File: src/rtl/wordAligner_pkg.sv
package wordAligner_pkg;
  typedef enum logic [1:0] {AL_IDLE, AL_SEARCH, AL_LOCKED} alignState_t;

  typedef struct packed {
    logic capture;  // load the lowest matching offset
    logic step;     // advance the offset by one bit
  } alignCmd_t;
endpackage

File: src/rtl/waRunLength.sv
module waRunLength #(
  parameter int DATA_W  = 10,
  parameter int RUN_MAX = 5
) (
  input  logic              clk,
  input  logic              rstN,
  input  logic [DATA_W-1:0] bits,
  input  logic              clearReq,
  output logic              flag
);
  localparam int RCW = $clog2(RUN_MAX + 2);
  localparam logic [RCW-1:0] LIMIT = RCW'(RUN_MAX);
  localparam logic [RCW-1:0] SAT   = RCW'(RUN_MAX + 1);

  logic [RCW-1:0] runLen, runNext;
  logic           lastBit, lastNext, violation;

  // walk the word bit by bit, carrying the run across word edges
  always_comb begin
    runNext   = runLen;
    lastNext  = lastBit;
    violation = 1'b0;
    for (int i = 0; i < DATA_W; i++) begin
      if (runNext == '0 || bits[i] != lastNext) runNext = RCW'(1);
      else if (runNext != SAT) runNext = runNext + RCW'(1);
      if (runNext > LIMIT) violation = 1'b1;
      lastNext = bits[i];
    end
  end

  always_ff @(posedge clk or negedge rstN) begin
    if (!rstN) begin
      runLen  <= '0;
      lastBit <= 1'b0;
      flag    <= 1'b0;
    end else begin
      runLen  <= runNext;
      lastBit <= lastNext;
      flag    <= (flag & ~clearReq) | violation;
    end
  end
endmodule

File: src/rtl/waDatapath.sv
module waDatapath
  import wordAligner_pkg::*;
#(
  parameter int DATA_W = 10,
  parameter int PAT_W  = 10,
  localparam int OFFW  = $clog2(DATA_W)
) (
  input  logic              clk,
  input  logic              rstN,
  input  logic [DATA_W-1:0] inWord,
  input  logic [PAT_W-1:0]  pattern,
  input  alignCmd_t         cmd,
  output logic              anyMatch,
  output logic [DATA_W-1:0] dataOut,
  output logic              patDetect,
  output logic [OFFW-1:0]   slipCount
);
  logic [DATA_W-1:0]   prevWord;
  logic [2*DATA_W-1:0] window;
  logic [DATA_W-1:0]   hits;
  logic [OFFW-1:0]     offset, firstHit;

  assign window = {inWord, prevWord};

  // one comparator per candidate boundary
  for (genvar k = 0; k < DATA_W; k++) begin : g_cmp
    assign hits[k] = (window[k +: PAT_W] == pattern);
  end

  // lowest offset wins
  always_comb begin
    firstHit = '0;
    for (int k = DATA_W - 1; k >= 0; k--)
      if (hits[k]) firstHit = OFFW'(k);
  end
  assign anyMatch = |hits;

  always_ff @(posedge clk or negedge rstN) begin
    if (!rstN) begin
      prevWord  <= '0;
      offset    <= '0;
      dataOut   <= '0;
      patDetect <= 1'b0;
    end else begin
      prevWord  <= inWord;
      dataOut   <= window[offset +: DATA_W];
      patDetect <= hits[offset];
      if (cmd.capture)
        offset <= firstHit;
      else if (cmd.step)
        offset <= (offset == OFFW'(DATA_W - 1)) ? '0 : offset + OFFW'(1);
    end
  end

  assign slipCount = offset;
endmodule

File: src/rtl/waControl.sv
module waControl
  import wordAligner_pkg::*;
(
  input  logic      clk,
  input  logic      rstN,
  input  logic      slipMode,
  input  logic      armReq,
  input  logic      slipReq,
  input  logic      anyMatch,
  output alignCmd_t cmd,
  output logic      syncOk
);
  alignState_t state;
  logic armPrev, slipPrev, armRise, slipRise;

  assign armRise  = armReq & ~armPrev;
  assign slipRise = slipReq & ~slipPrev;

  assign cmd.capture = !slipMode && !armRise && state == AL_SEARCH && anyMatch;
  assign cmd.step    = slipMode && slipRise;
  assign syncOk      = (state == AL_LOCKED) && !slipMode;

  always_ff @(posedge clk or negedge rstN) begin
    if (!rstN) begin
      state    <= AL_IDLE;
      armPrev  <= 1'b0;
      slipPrev <= 1'b0;
    end else begin
      armPrev  <= armReq;
      slipPrev <= slipReq;
      if (!slipMode && armRise) state <= AL_SEARCH;
      else if (cmd.capture)     state <= AL_LOCKED;
    end
  end
endmodule

File: src/rtl/wordAligner.sv
module wordAligner
  import wordAligner_pkg::*;
#(
  parameter int DATA_W  = 10,
  parameter int PAT_W   = 10,
  parameter int RUN_MAX = 5,
  localparam int OFFW   = $clog2(DATA_W)
) (
  input  logic              clk,
  input  logic              rstN,
  input  logic [DATA_W-1:0] dataIn,
  input  logic              invertPol,
  input  logic              slipMode,
  input  logic              armReq,
  input  logic              slipReq,
  input  logic [PAT_W-1:0]  pattern,
  input  logic              rlvRead,
  output logic [DATA_W-1:0] dataOut,
  output logic              patDetect,
  output logic              syncOk,
  output logic [OFFW-1:0]   slipCount,
  output logic              rlvFlag
);
  logic [DATA_W-1:0] inWord;
  alignCmd_t         cmd;
  logic              anyMatch;

  assign inWord = dataIn ^ {DATA_W{invertPol}};

  waControl uCtrl (
    .clk(clk), .rstN(rstN), .slipMode(slipMode), .armReq(armReq),
    .slipReq(slipReq), .anyMatch(anyMatch), .cmd(cmd), .syncOk(syncOk)
  );

  waDatapath #(.DATA_W(DATA_W), .PAT_W(PAT_W)) uPath (
    .clk(clk), .rstN(rstN), .inWord(inWord), .pattern(pattern), .cmd(cmd),
    .anyMatch(anyMatch), .dataOut(dataOut), .patDetect(patDetect),
    .slipCount(slipCount)
  );

  waRunLength #(.DATA_W(DATA_W), .RUN_MAX(RUN_MAX)) uRun (
    .clk(clk), .rstN(rstN), .bits(inWord), .clearReq(rlvRead), .flag(rlvFlag)
  );
endmodule

File: config.mk
export PLATFORM = sky130hd
export DESIGN_NAME = wordAligner
export DESIGN_NICKNAME = d
export VERILOG_FILES = /design/src/rtl/wordAligner_pkg.sv /design/src/rtl/waRunLength.sv /design/src/rtl/waDatapath.sv /design/src/rtl/waControl.sv /design/src/rtl/wordAligner.sv
export SDC_FILE = /design/constraint.sdc
export NUM_CORES = 1
export LEC_CHECK = 0
export CORE_ASPECT_RATIO = 1.2
export CORE_MARGIN = 2
export CORE_UTILIZATION = 47
export DETAILED_ROUTE_END_ITERATION = 16
export GPL_TIMING_DRIVEN = 0
export PLACE_DENSITY = 0.78
export SLEW_MARGIN = 15
export SYNTH_ARGS = -nofsm -noshare
export SYNTH_HDL_FRONTEND = slang
export SYNTH_SLANG_ARGS = --single-unit
File: constraint.sdc
create_clock -name clk -period 11.1 [get_ports clk]
set_clock_uncertainty 0.1 [all_clocks]
set_input_delay 2.22 -clock clk [delete_from_list [all_inputs] [get_ports clk]]
set_output_delay 2.22 -clock clk [all_outputs]
set_load 0.005 [all_outputs]
# ---- Word-level counts from Yosys, hierarchy flattened
# Cells that the tools add are included.
dict set report totals {
  wordCells 152
  out_inout_bits 17
  input_bits 27
  reg_bits 34
}
dict set report op_classes {
  n_eq_ne 33
  n_shift 1
  mux 47
  n_lt_le_gt_ge 11
  n_bitwise 8
  reduce_logical 31
  addsub 11
}
# operator n
set ops {}
lappend ops {{== test 10 bit} 10}
lappend ops {{two-way mux 3 bit} 20}
lappend ops {{two-way mux 4 bit} 13}
lappend ops {{adder 3 x 1 -> 3 bit (second input constant)} 10}
lappend ops {{> comparator 3 bit (second input constant)} 10}
lappend ops {{zero test 3 bit} 10}
lappend ops {{!= test 3 bit (second input constant)} 10}
lappend ops {{variable part select 20 x 5 -> 10 bit} 1}
lappend ops {{two-way mux 1 bit} 11}
lappend ops {{logical OR 1 bit} 10}
lappend ops {{!= test 1 bit} 10}
lappend ops {{OR reduction 10 bit} 1}
lappend ops {{bitwise XOR 10 bit} 1}
lappend ops {{logical AND 1 bit} 6}
lappend ops {{< comparator 4 x 5 -> 1 bit (second input constant)} 1}
lappend ops {{adder 4 x 1 -> 4 bit (second input constant)} 1}
lappend ops {{binary-select mux 1 bit (select 4 bit)} 1}
lappend ops {{== test 4 bit (second input constant)} 1}
lappend ops {{two-way mux 2 bit} 2}
lappend ops {{nonzero test 2 bit} 2}
lappend ops {{bitwise AND 1 bit} 3}
lappend ops {{inverter 1 bit} 3}
lappend ops {{== test 2 x 1 -> 1 bit (second input constant)} 1}
lappend ops {{== test 2 bit (second input constant)} 1}
lappend ops {{2 further kinds} 3}

# ---- Longest topological paths before layout
# Gate-level depths: netlist of run 1.
dict set report depth {
  ltp_word 34
  ltp_mapped 57
  mapped_depth_nobuf 57
}

# ---- Hierarchy
# From an unflattened synthesis of run 1, not the netlist that was laid out.
dict set report hier_totals {
  hier_cells 595
  hier_area_um2 5118.7
}
# module cells_per_inst area_per_inst_um2 seq_area_each_um2 n_inst
set by_module_without_submodules {}
lappend by_module_without_submodules {waDatapath 311 2837.7 625.6 1}
lappend by_module_without_submodules {waRunLength 259 2015.7 125.1 1}
lappend by_module_without_submodules {waControl 14 166.4 100.1 1}
lappend by_module_without_submodules {wordAligner 11 98.8 0.0 1}

# ---- Worst setup path before layout of run 1
# OpenSTA, ideal clock, no wires.
dict set report synth_timing {
  kind {input to register}
  start {input port dataIn[0]}
  end {register uRun.flag}
  setup_slack_ns -0.383
  setup_time_ns 0.104
  n_path_buf 0
  arrival_time_ns 11.280
  stages 52
  cell_sequence {xor3_1 -> nor2_1 -> nand2_1 -> inv_1 -> ha_1 -> and3b_1 -> o31a_1 -> o311ai_0 -> inv_1 -> ha_1 -> inv_1 -> nor4_1 -> a32oi_1 -> mux2_2 -> nand2_1 -> inv_1 -> ha_1 -> a21o_1 -> [16 not listed] -> a21o_1 -> nor3_1 -> nor4_1 -> ha_1 -> or2_2 -> o41a_1 -> nand3_1 -> inv_1 -> ha_1 -> inv_1 -> nor3_1 -> or3_1 -> ha_1 -> nor2_1 -> nand2_1 -> a21oi_1 -> mux2i_1 -> o311ai_1}
}
dict set report synth_between {
  elab_chain_cells 34
  elab_cells_between_ends 80
}
# element line
set synth_lines {}
lappend synth_lines {{start: declaration} wordAligner.sv:11} ;# input logic [DATA_W-1:0] dataIn,
lappend synth_lines {{bitwise XOR 10 bit (*)} wordAligner.sv:28} ;# assign inWord = dataIn ^ {DATA_W{invertPol}};
lappend synth_lines {{!= test 1 bit} waRunLength.sv:24} ;# if (runNext == '0 || bits[i] != lastNext) runNext = RCW'(1);
lappend synth_lines {{logical OR 1 bit} waRunLength.sv:24}
lappend synth_lines {{two-way mux 3 bit} waRunLength.sv:24}
lappend synth_lines {{adder 3 x 1 -> 3 bit, or another cell as far along} waRunLength.sv:25} ;# else if (runNext != SAT) runNext = runNext + RCW'(1);
lappend synth_lines {{two-way mux 3 bit / logical OR 1 bit (equally long branches)} {waRunLength.sv:25, waRunLength.sv:24}}
lappend synth_lines {{two-way mux 3 bit} waRunLength.sv:24}
lappend synth_lines {{adder 3 x 1 -> 3 bit, or another cell as far along} waRunLength.sv:25}
lappend synth_lines {{[18 not listed]} --}
lappend synth_lines {{two-way mux 3 bit / logical OR 1 bit (equally long branches)} {waRunLength.sv:25, waRunLength.sv:24}}
lappend synth_lines {{two-way mux 3 bit} waRunLength.sv:24}
lappend synth_lines {{adder 3 x 1 -> 3 bit, or another cell as far along} waRunLength.sv:25}
lappend synth_lines {{two-way mux 3 bit / logical OR 1 bit (equally long branches)} {waRunLength.sv:25, waRunLength.sv:24}}
lappend synth_lines {{two-way mux 3 bit} waRunLength.sv:24}
lappend synth_lines {{> comparator 3 bit} waRunLength.sv:26} ;# if (runNext > LIMIT) violation = 1'b1;
lappend synth_lines {{two-way mux 1 bit (*)} waRunLength.sv:26}
lappend synth_lines {{OR 1 bit (*)} waRunLength.sv:39} ;# flag <= (flag & ~clearReq) | violation;
lappend synth_lines {{end signal: assignment} waRunLength.sv:39}
lappend synth_lines {{end: declaration} waRunLength.sv:9} ;# output logic flag
# Every way passes the cells marked *; elsewhere a longest branch is shown, timed or not.
# A chain may end at the register's enable or synchronous reset.

# ---- Worst setup path in the final report of run 1
dict set report layout_timing {
  start {input port invertPol}
  end {register uRun.flag}
}
dict set report layout_between {
  elab_chain_cells 34
  elab_cells_between_ends 88
}
# element line
set layout_lines {}
lappend layout_lines {{start: declaration} wordAligner.sv:12} ;# input logic invertPol,
lappend layout_lines {{bitwise XOR 10 bit (*)} wordAligner.sv:28}
lappend layout_lines {{!= test 1 bit} waRunLength.sv:24}
lappend layout_lines {{logical OR 1 bit} waRunLength.sv:24}
lappend layout_lines {{two-way mux 3 bit} waRunLength.sv:24}
lappend layout_lines {{adder 3 x 1 -> 3 bit, or another cell as far along} waRunLength.sv:25}
lappend layout_lines {{two-way mux 3 bit / logical OR 1 bit (equally long branches)} {waRunLength.sv:25, waRunLength.sv:24}}
lappend layout_lines {{two-way mux 3 bit} waRunLength.sv:24}
lappend layout_lines {{adder 3 x 1 -> 3 bit, or another cell as far along} waRunLength.sv:25}
lappend layout_lines {{[18 not listed]} --}
lappend layout_lines {{two-way mux 3 bit / logical OR 1 bit (equally long branches)} {waRunLength.sv:25, waRunLength.sv:24}}
lappend layout_lines {{two-way mux 3 bit} waRunLength.sv:24}
lappend layout_lines {{adder 3 x 1 -> 3 bit, or another cell as far along} waRunLength.sv:25}
lappend layout_lines {{two-way mux 3 bit / logical OR 1 bit (equally long branches)} {waRunLength.sv:25, waRunLength.sv:24}}
lappend layout_lines {{two-way mux 3 bit} waRunLength.sv:24}
lappend layout_lines {{> comparator 3 bit} waRunLength.sv:26}
lappend layout_lines {{two-way mux 1 bit (*)} waRunLength.sv:26}
lappend layout_lines {{OR 1 bit (*)} waRunLength.sv:39}
# Marks and branches as above.

==> results.txt, run 1 <==
----------------------------------------------------
[Logic synthesis]
  Synth Net Count ... 639
  Biggest area contributors in the synthesized netlist ... sky130_fd_sc_hd__dfrtp_1, sky130_fd_sc_hd__xnor2_1, sky130_fd_sc_hd__ha_1, sky130_fd_sc_hd__xor2_1, sky130_fd_sc_hd__mux4_2
  Count of unique library cells instantiated by Yosys ... 70
  Primary flip-flop cell chosen by synthesis mapping ... sky130_fd_sc_hd__dfrtp_1
  Count of warnings emitted by yosys ... 0
  Most numerous cell types in the synthesized netlist ... sky130_fd_sc_hd__xnor2_1, sky130_fd_sc_hd__xor2_1, sky130_fd_sc_hd__inv_1, sky130_fd_sc_hd__ha_1, sky130_fd_sc_hd__dfrtp_1
  Library cell with the highest instance count after synthesis ... sky130_fd_sc_hd__xnor2_1
  Register area share after synthesis ... 0.173
  Per-instance average area after synthesis ... 8.34 um2
  Instance count of the mapped netlist ... 573
  EDFF count, synth ... 0
  Synthesis-stage register bit count ... 33
  Share of Yosys cell area claimed by the top area cell type ... 0.173
  Post-synthesis async set-or-reset flop share ... 1.00
  Area of the mapped netlist ... 4780 um2
  Cell accounting for the most synthesized area ... sky130_fd_sc_hd__dfrtp_1

[Clocking]
  Max Root-Sink Buffers ... 2
  Clock network latency to the later pin of the worst-skew pair ... 0.28 ns
  H-tree Lvls ... 2
  Root Driver ... sky130_fd_sc_hd__clkbuf_16
  Number of clock sinks seen by CTS ... 33
  CTS Buf Count ... 5
  Reg clk slew, reported paths ... 0.05 ns
  CTS tree ... done

[Die]
  Area of the core ... 9960 um2
  Die area ... 11000 um2
  IO Pins ... 44
  Overall die height ... 114 um
  Initial Utilization ... 0.480
  Width of the chip ... 96.0 um
  Number of standard-cell rows in the floorplan ... 40

[Cells and area]
  Layout cell share with drive strength beyond 1 ... 0.245
  Final nets ... 727
  Post-synthesis to final-layout area growth ... 31.8%
  Antenna Diode Count ... 0
  Post-Route Utilization ... 0.632

[STA]
  Setup violators final ... 1
  Setup repair after global routing missed its margin ... yes
  Normalized max-slew margin ... 0.353
  Setup WS post-layout ... -0.0246 ns
  Shortest period the worst path allows ... 11.12 ns
  Max Fclk ... 0.0899 GHz
  Post-Route Hold Slack ... 0.422 ns
  Endpoints failing hold ... 0
  Slew at the pin closest to its max-slew limit ... 0.947 ns
  Final slew viol count ... 0
  Final Cycle Share ... 1.00

[Min path]
  Path type of the worst min-delay path ... reg -> reg
  Worst hold path depth ... 1
  Endpoint with the worst hold slack ... uCtrl.state[1]
  Hold path start ... uCtrl.state[1]

[Placement]
  Total half-perimeter wirelength after legalization and detailed placement ... 9380 um
  Number of port buffers ... 32
  Placer's final routability congestion estimate ... 0.892

[Worst setup path]
  Most Frequent Cell on Critical Path ... sky130_fd_sc_hd__ha_4
  Peak per-stage delay on the critical path ... 0.43 ns
  Required @ worst endpoint ... 11.16 ns
  Type of origin of the critical path ... input port
  Maximum fanout count along the critical path ... 9
  Crit-path leading delay family ... compound AO/OA/AOI/OAI gates
  Critical path buffer and inverter count ... 15
  Capture instance of the worst register-to-register path ... uRun.flag
  R2R cell count ... 53
  Reg2reg setup slack ... 1.30 ns
  Reg-to-reg critical path startpoint ... uRun.runLen[0]
  Critical path class ... in -> reg
  Kind of capture point of the worst setup path ... register
  Arrival time at the worst endpoint ... 11.18 ns
  CP max-delay cell ... sky130_fd_sc_hd__or3_4

[GRT]
  GRT overflow ... 0
  Largest net degree at the start of global routing ... 34
  Wire length of the first global-routing pass ... 21500 um
  Initial antenna violation count ... 0
  Via count of the first global-routing pass ... 4756
  Overall global routing resource usage ... 0.242

[Pwr]
  Peak supply drop ... 0.151 mV
  P_leak ... 2.51 nW
  Total design power ... 1.51 mW
  Power per cell area ... 240 nW/um2

[Drt]
  Via count ... 4725
  Routed length per instance ... 18.3 um
  DRC violation count after routing ... 0
  Count of nets left with antenna violations after detail routing ... 0
  Drt total wl ... 14400 um
  Count of TritonRoute iterations in the first routing pass ... 6
  Via-per-instance ratio ... 6.00
  1st-iter DRT viols ... 334

[Run status]
  Run status ... finished, violations left
  Violated checks ... negative setup slack

[Run]
  Count of maximum capacitance violations ... 0

----------------------------------------------------
## flip-flops by register name, indices dropped and copies added (netlist names)
signal and cells:
uCtrl.armPrev 1, uCtrl.slipPrev 1, uCtrl.state 2, uPath.dataOut 10
uPath.patDetect 1, uPath.prevWord 10, uPath.slipCount 4, uRun.flag 1
uRun.runLen 3
## final cells by class
cell class                 count  area, um2
clock buffer                   7        153
fill                         778       3660
tap                          126        158
multi-input combinational    459       4140
clock inverter                 1       5.00
sequential                    33        826
inverter                      44        183
timing repair buffer          81        687
buffer                        37        148
## routing by layer
layer	GRT usage	vias up	wire, um	part of all wire
li1	-	2180	-	-
met1	0.258	2263	5310	0.37
met2	0.452	214	7750	0.54
met3	0.0369	68	792	0.055
met4	0.116	0	574	0.040
met5	0	-	0	0
## power breakdown
part / internal [mW] / switching (mW)
combinational: 0.552 / 0.638
clock: 0.0949 / 0.0511
sequential: 0.159 / 0.0182
## through the flow
stage                     setup slack [ns]  cells  instance area (um2)  TNS [ns]
after CTS                           0.0334    761                 5790         0
after global placement               -1.58    731                 5290     -5.67
after floorplan                    0.00443    573                 4810         0
final                              -0.0246    788                 6300   -0.0246
after global routing                -0.318    788                 6300    -0.708
after detailed placement             -2.00    731                 5280     -7.29
## timing repair
action / in CTS / in global routing
setup buffers: 22 / 27
resized for setup: 50 / 69
hold buffers: 0 / 0
pin swaps: 21 / 40
cloned: 0 / 0
endpoints found under the setup margin: 4 / 4
## worst register-to-register path: cells and delay by family (launching register included)
family	cells	cell delay, ns
buffers and inverters	15	1.47
and+or+nand+nor	15	2.76
adders and majority gates	9	1.47
muxes	2	0.23
DFF	1	0.46
AOI/OAI and AO/OA	10	2.84
xor gates and xnor gates	2	0.38
## placed cells by master (no fill, tap or decap), drive strengths merged, types with 4 or more instances in the layout
master and count:
a211oi 12, a21o 5, a21oi 24, and3b 5, buf 67, clkbuf 29, clkdlybuf4s50 29, dfrtp 33
ha 39, inv 42, mux2i 20, mux4 9, nand2 31, nand2b 4, nand3 12, nand4 15
nor2 31, nor2b 5, nor3 11, nor3b 5, nor4 18, o211ai 8, o21ai 18, or2 8
or3 4, xnor2 75, xor2 52
## worst max-delay path by stage
stage	start	to	depth (start not counted)
after floorplan	dataIn[0]	uRun.flag	52
after global placement	dataIn[0]	uRun.flag	52
after detailed placement	dataIn[0]	uRun.flag	53
after CTS	dataIn[0]	uRun.flag	52
after global routing	invertPol	uRun.flag	54
final	invertPol	uRun.flag	52
## cells by family after synthesis
group,after synthesis,share of synthesized area
simple gates,159,0.177
xor+xnor,128,0.238
compound gates,101,0.153
buf+inv,81,0.0655
fa+ha+maj,39,0.102
flops,33,0.173
mux,32,0.0914
Power figures use the tool's default switching activity.
==> run 2: changes to the inputs <==
--- a/config.mk
+++ b/config.mk
@@ -7,11 +7,11 @@
 export LEC_CHECK = 0
 export CORE_ASPECT_RATIO = 1.2
 export CORE_MARGIN = 2
-export CORE_UTILIZATION = 47
+export CORE_UTILIZATION = 45
 export DETAILED_ROUTE_END_ITERATION = 16
 export GPL_TIMING_DRIVEN = 0
-export PLACE_DENSITY = 0.78
-export SLEW_MARGIN = 15
+export PLACE_DENSITY = 0.76
+export SLEW_MARGIN = 20
 export SYNTH_ARGS = -nofsm -noshare
 export SYNTH_HDL_FRONTEND = slang
 export SYNTH_SLANG_ARGS = --single-unit
==> results.txt, run 2 (synthesized netlist as in run 1, its figures left out) <==
----------------------------------------------------
[Worst setup path]
  Critical path class ... in -> reg (unchanged)
  Type of origin of the critical path ... input port (unchanged)
  R2R cell count ... 57 (was 53)
  Maximum fanout count along the critical path ... 6 (was 9)
  Launch point of the worst path ... dataIn[0] (was invertPol)
  Most Frequent Cell on Critical Path ... sky130_fd_sc_hd__ha_4 (unchanged)
  Capture instance of the worst register-to-register path ... uRun.runLen[0] (was uRun.flag)
  Reg-to-reg critical path startpoint ... uRun.runLen[0] (unchanged)
  CP max-delay cell ... sky130_fd_sc_hd__xor3_2 (was sky130_fd_sc_hd__or3_4)
  Arrival time at the worst endpoint ... 11.16 ns (was 11.18 ns)
  Required @ worst endpoint ... 11.13 ns (was 11.16 ns)
  Peak per-stage delay on the critical path ... 0.45 ns (was 0.43 ns)
  Reg2reg setup slack ... 1.20 ns (was 1.30 ns)
  Kind of capture point of the worst setup path ... register (unchanged)

[STA]
  Setup violators final ... 2 (was 1)
  Final Cycle Share ... 1.00 (about the same)
  Setup WS post-layout ... -0.0309 ns (was -0.0246 ns)
  Normalized max-slew margin ... 0.224 (was 0.353)
  Post-Route Hold Slack ... 0.407 ns (was 0.422 ns)
  Setup repair after global routing missed its margin ... yes (unchanged)
  Endpoints failing hold ... 0 (unchanged)
  Max Fclk ... 0.0898 GHz (was 0.0899 GHz)
  Slew at the pin closest to its max-slew limit ... 1.16 ns (was 0.947 ns)
  Shortest period the worst path allows ... 11.13 ns (was 11.12 ns)
  Final slew viol count ... 0 (unchanged)

[Run]
  Count of maximum capacitance violations ... 0 (unchanged)

[Drt]
  Count of nets left with antenna violations after detail routing ... 0 (unchanged)
  Count of TritonRoute iterations in the first routing pass ... 5 (was 6)
  DRC violation count after routing ... 0 (unchanged)
  Via-per-instance ratio ... 5.94 (was 6.00)
  1st-iter DRT viols ... 269 (was 334)
  Via count ... 4701 (was 4725)
  Drt total wl ... 14200 um (was 14400 um)
  Routed length per instance ... 17.9 um (was 18.3 um)

[Clocking]
  Number of clock sinks seen by CTS ... 33 (unchanged)
  Hold buffer count at cts ... 0 (unchanged)
  Reg clk slew, reported paths ... 0.05 ns (about the same)
  CTS Buf Count ... 5 (unchanged)
  Max Root-Sink Buffers ... 2 (unchanged)
  H-tree Lvls ... 2 (unchanged)
  CTS tree ... done (unchanged)
  Clock network latency to the later pin of the worst-skew pair ... 0.28 ns (about the same)
  Root Driver ... sky130_fd_sc_hd__clkbuf_16 (unchanged)

[Min path]
  Hold path start ... uCtrl.state[1] (unchanged)
  Path type of the worst min-delay path ... reg -> reg (unchanged)
  Endpoint with the worst hold slack ... uCtrl.state[1] (unchanged)
  Worst hold path depth ... 1 (unchanged)

[Pwr]
  Total design power ... 1.52 mW (was 1.51 mW)
  P_leak ... 2.51 nW (about the same)
  Peak supply drop ... 0.175 mV (was 0.151 mV)
  Power per cell area ... 238 nW/um2 (was 240 nW/um2)

[Cells and area]
  Most common library cell in the layout ignoring fill and taps ... sky130_fd_sc_hd__xnor2_1 (unchanged)
  Final nets ... 729 (was 727)
  Area taken by flip-flops and latches ... 826 um2 (unchanged)
  Highest-count cells in the layout ignoring fill and taps ... sky130_fd_sc_hd__xnor2_1, sky130_fd_sc_hd__xor2_1, sky130_fd_sc_hd__buf_4 (unchanged)
  Filler cell count in the final layout ... 831 (was 778)
  Post-Route Utilization ... 0.612 (was 0.632)
  Post-synthesis to final-layout area growth ... 33.4% (was 31.8%)
  Multi-input combinational cell area ... 4190 um2 (was 4140 um2)
  Antenna Diode Count ... 0 (unchanged)
  Layout cell share with drive strength beyond 1 ... 0.259 (was 0.245)

[GRT]
  Via count of the first global-routing pass ... 4704 (was 4756)
  Wire length of the first global-routing pass ... 22100 um (was 21500 um)
  Largest net degree at the start of global routing ... 34 (unchanged)
  GRT overflow ... 0 (unchanged)
  Overall global routing resource usage ... 0.233 (was 0.242)
  Initial antenna violation count ... 0 (unchanged)

[Die]
  Die area ... 11500 um2 (was 11000 um2)
  Initial Utilization ... 0.459 (was 0.480)
  Area of the core ... 10400 um2 (was 9960 um2)
  IO Pins ... 44 (unchanged)
  Width of the chip ... 98.1 um (was 96.0 um)
  Number of standard-cell rows in the floorplan ... 41 (was 40)
  Overall die height ... 117 um (was 114 um)

[Placement]
  Number of port buffers ... 32 (unchanged)
  Worst Setup Slack post-DPL ... -2.01 ns (was -2.00 ns)
  Total half-perimeter wirelength after legalization and detailed placement ... 9210 um (was 9380 um)
  Placer's final routability congestion estimate ... 0.910 (was 0.892)

[Run status]
  Violated checks ... negative setup slack (unchanged)
  Run status ... finished, violations left (unchanged)

----------------------------------------------------
[run 2: cell types whose count changed in the layout (fill, tap and decap cells not counted), sizes merged]
cell,previous run,this run
buf,67,69
clkinv,3,2
[run 2: worst max path at each step]
stage,to,slack [ns],cells after the start
floorplan,uRun.flag,0.004,52
global placement,uRun.flag,-1.58,53
detailed placement,uRun.flag,-2.01,55
CTS,uRun.flag,0.008,52
global route,uRun.runLen[0],-0.40,53
finish,uRun.runLen[0],-0.03,52
[run 2: layout make-up]
cell class | count | share of cell area
Timing Repair Buffer | 84 | 0.114
Buffer | 36 | 0.0224
Sequential cell | 33 | 0.130
Inverter | 44 | 0.0291
Multi-Input combinational cell | 459 | 0.657
Tap cell | 129 | 0.0253
Clock buffer | 7 | 0.0224
[run 2: timing repair]
| action | in CTS | in global routing |
|---|---|---|
| pin swaps | 23 | 44 |
| endpoints found under the setup margin | 4 | 4 |
| buffers inserted | 28 | 25 |
| gates resized for setup | 61 | 80 |
[run 2: power breakdown]
part | internal (mW) | switching [mW] | total [mW]
Combinational | 0.565 | 0.638 | 1.20
Clock | 0.0878 | 0.0473 | 0.135
Sequential | 0.159 | 0.0199 | 0.179
[run 2: critical path, delay by kind of cell]
kind / cells / cell delay [ns]
AND/OR/NAND/NOR: 13 / 2.27
adder cells (fa/ha/maj): 8 / 1.37
AO/OA/AOI/OAI: 11 / 2.91
XOR/XNOR: 2 / 0.76
multiplexers: 2 / 0.27
buffers and inverters: 16 / 1.34
[run 2: metal layers]
layer  GRT usage  vias to the layer above  wire [um]
li1            -                     2189          -
met1       0.252                     2275       5360
met3      0.0238                       51        577
met4       0.101                        0        510
met5           0                        -          0
met2       0.462                      186       7720
[run 2: per-stage QoR]
stage / instance area [um2] / TNS (ns) / std cells
global route: 6370 / -1.17 / 792
finish: 6370 / -0.0512 / 792
CTS: 5860 / 0 / 769
global placement: 5290 / -5.67 / 734
floorplan: 4810 / 0 / 573
detailed placement: 5280 / -7.38 / 734
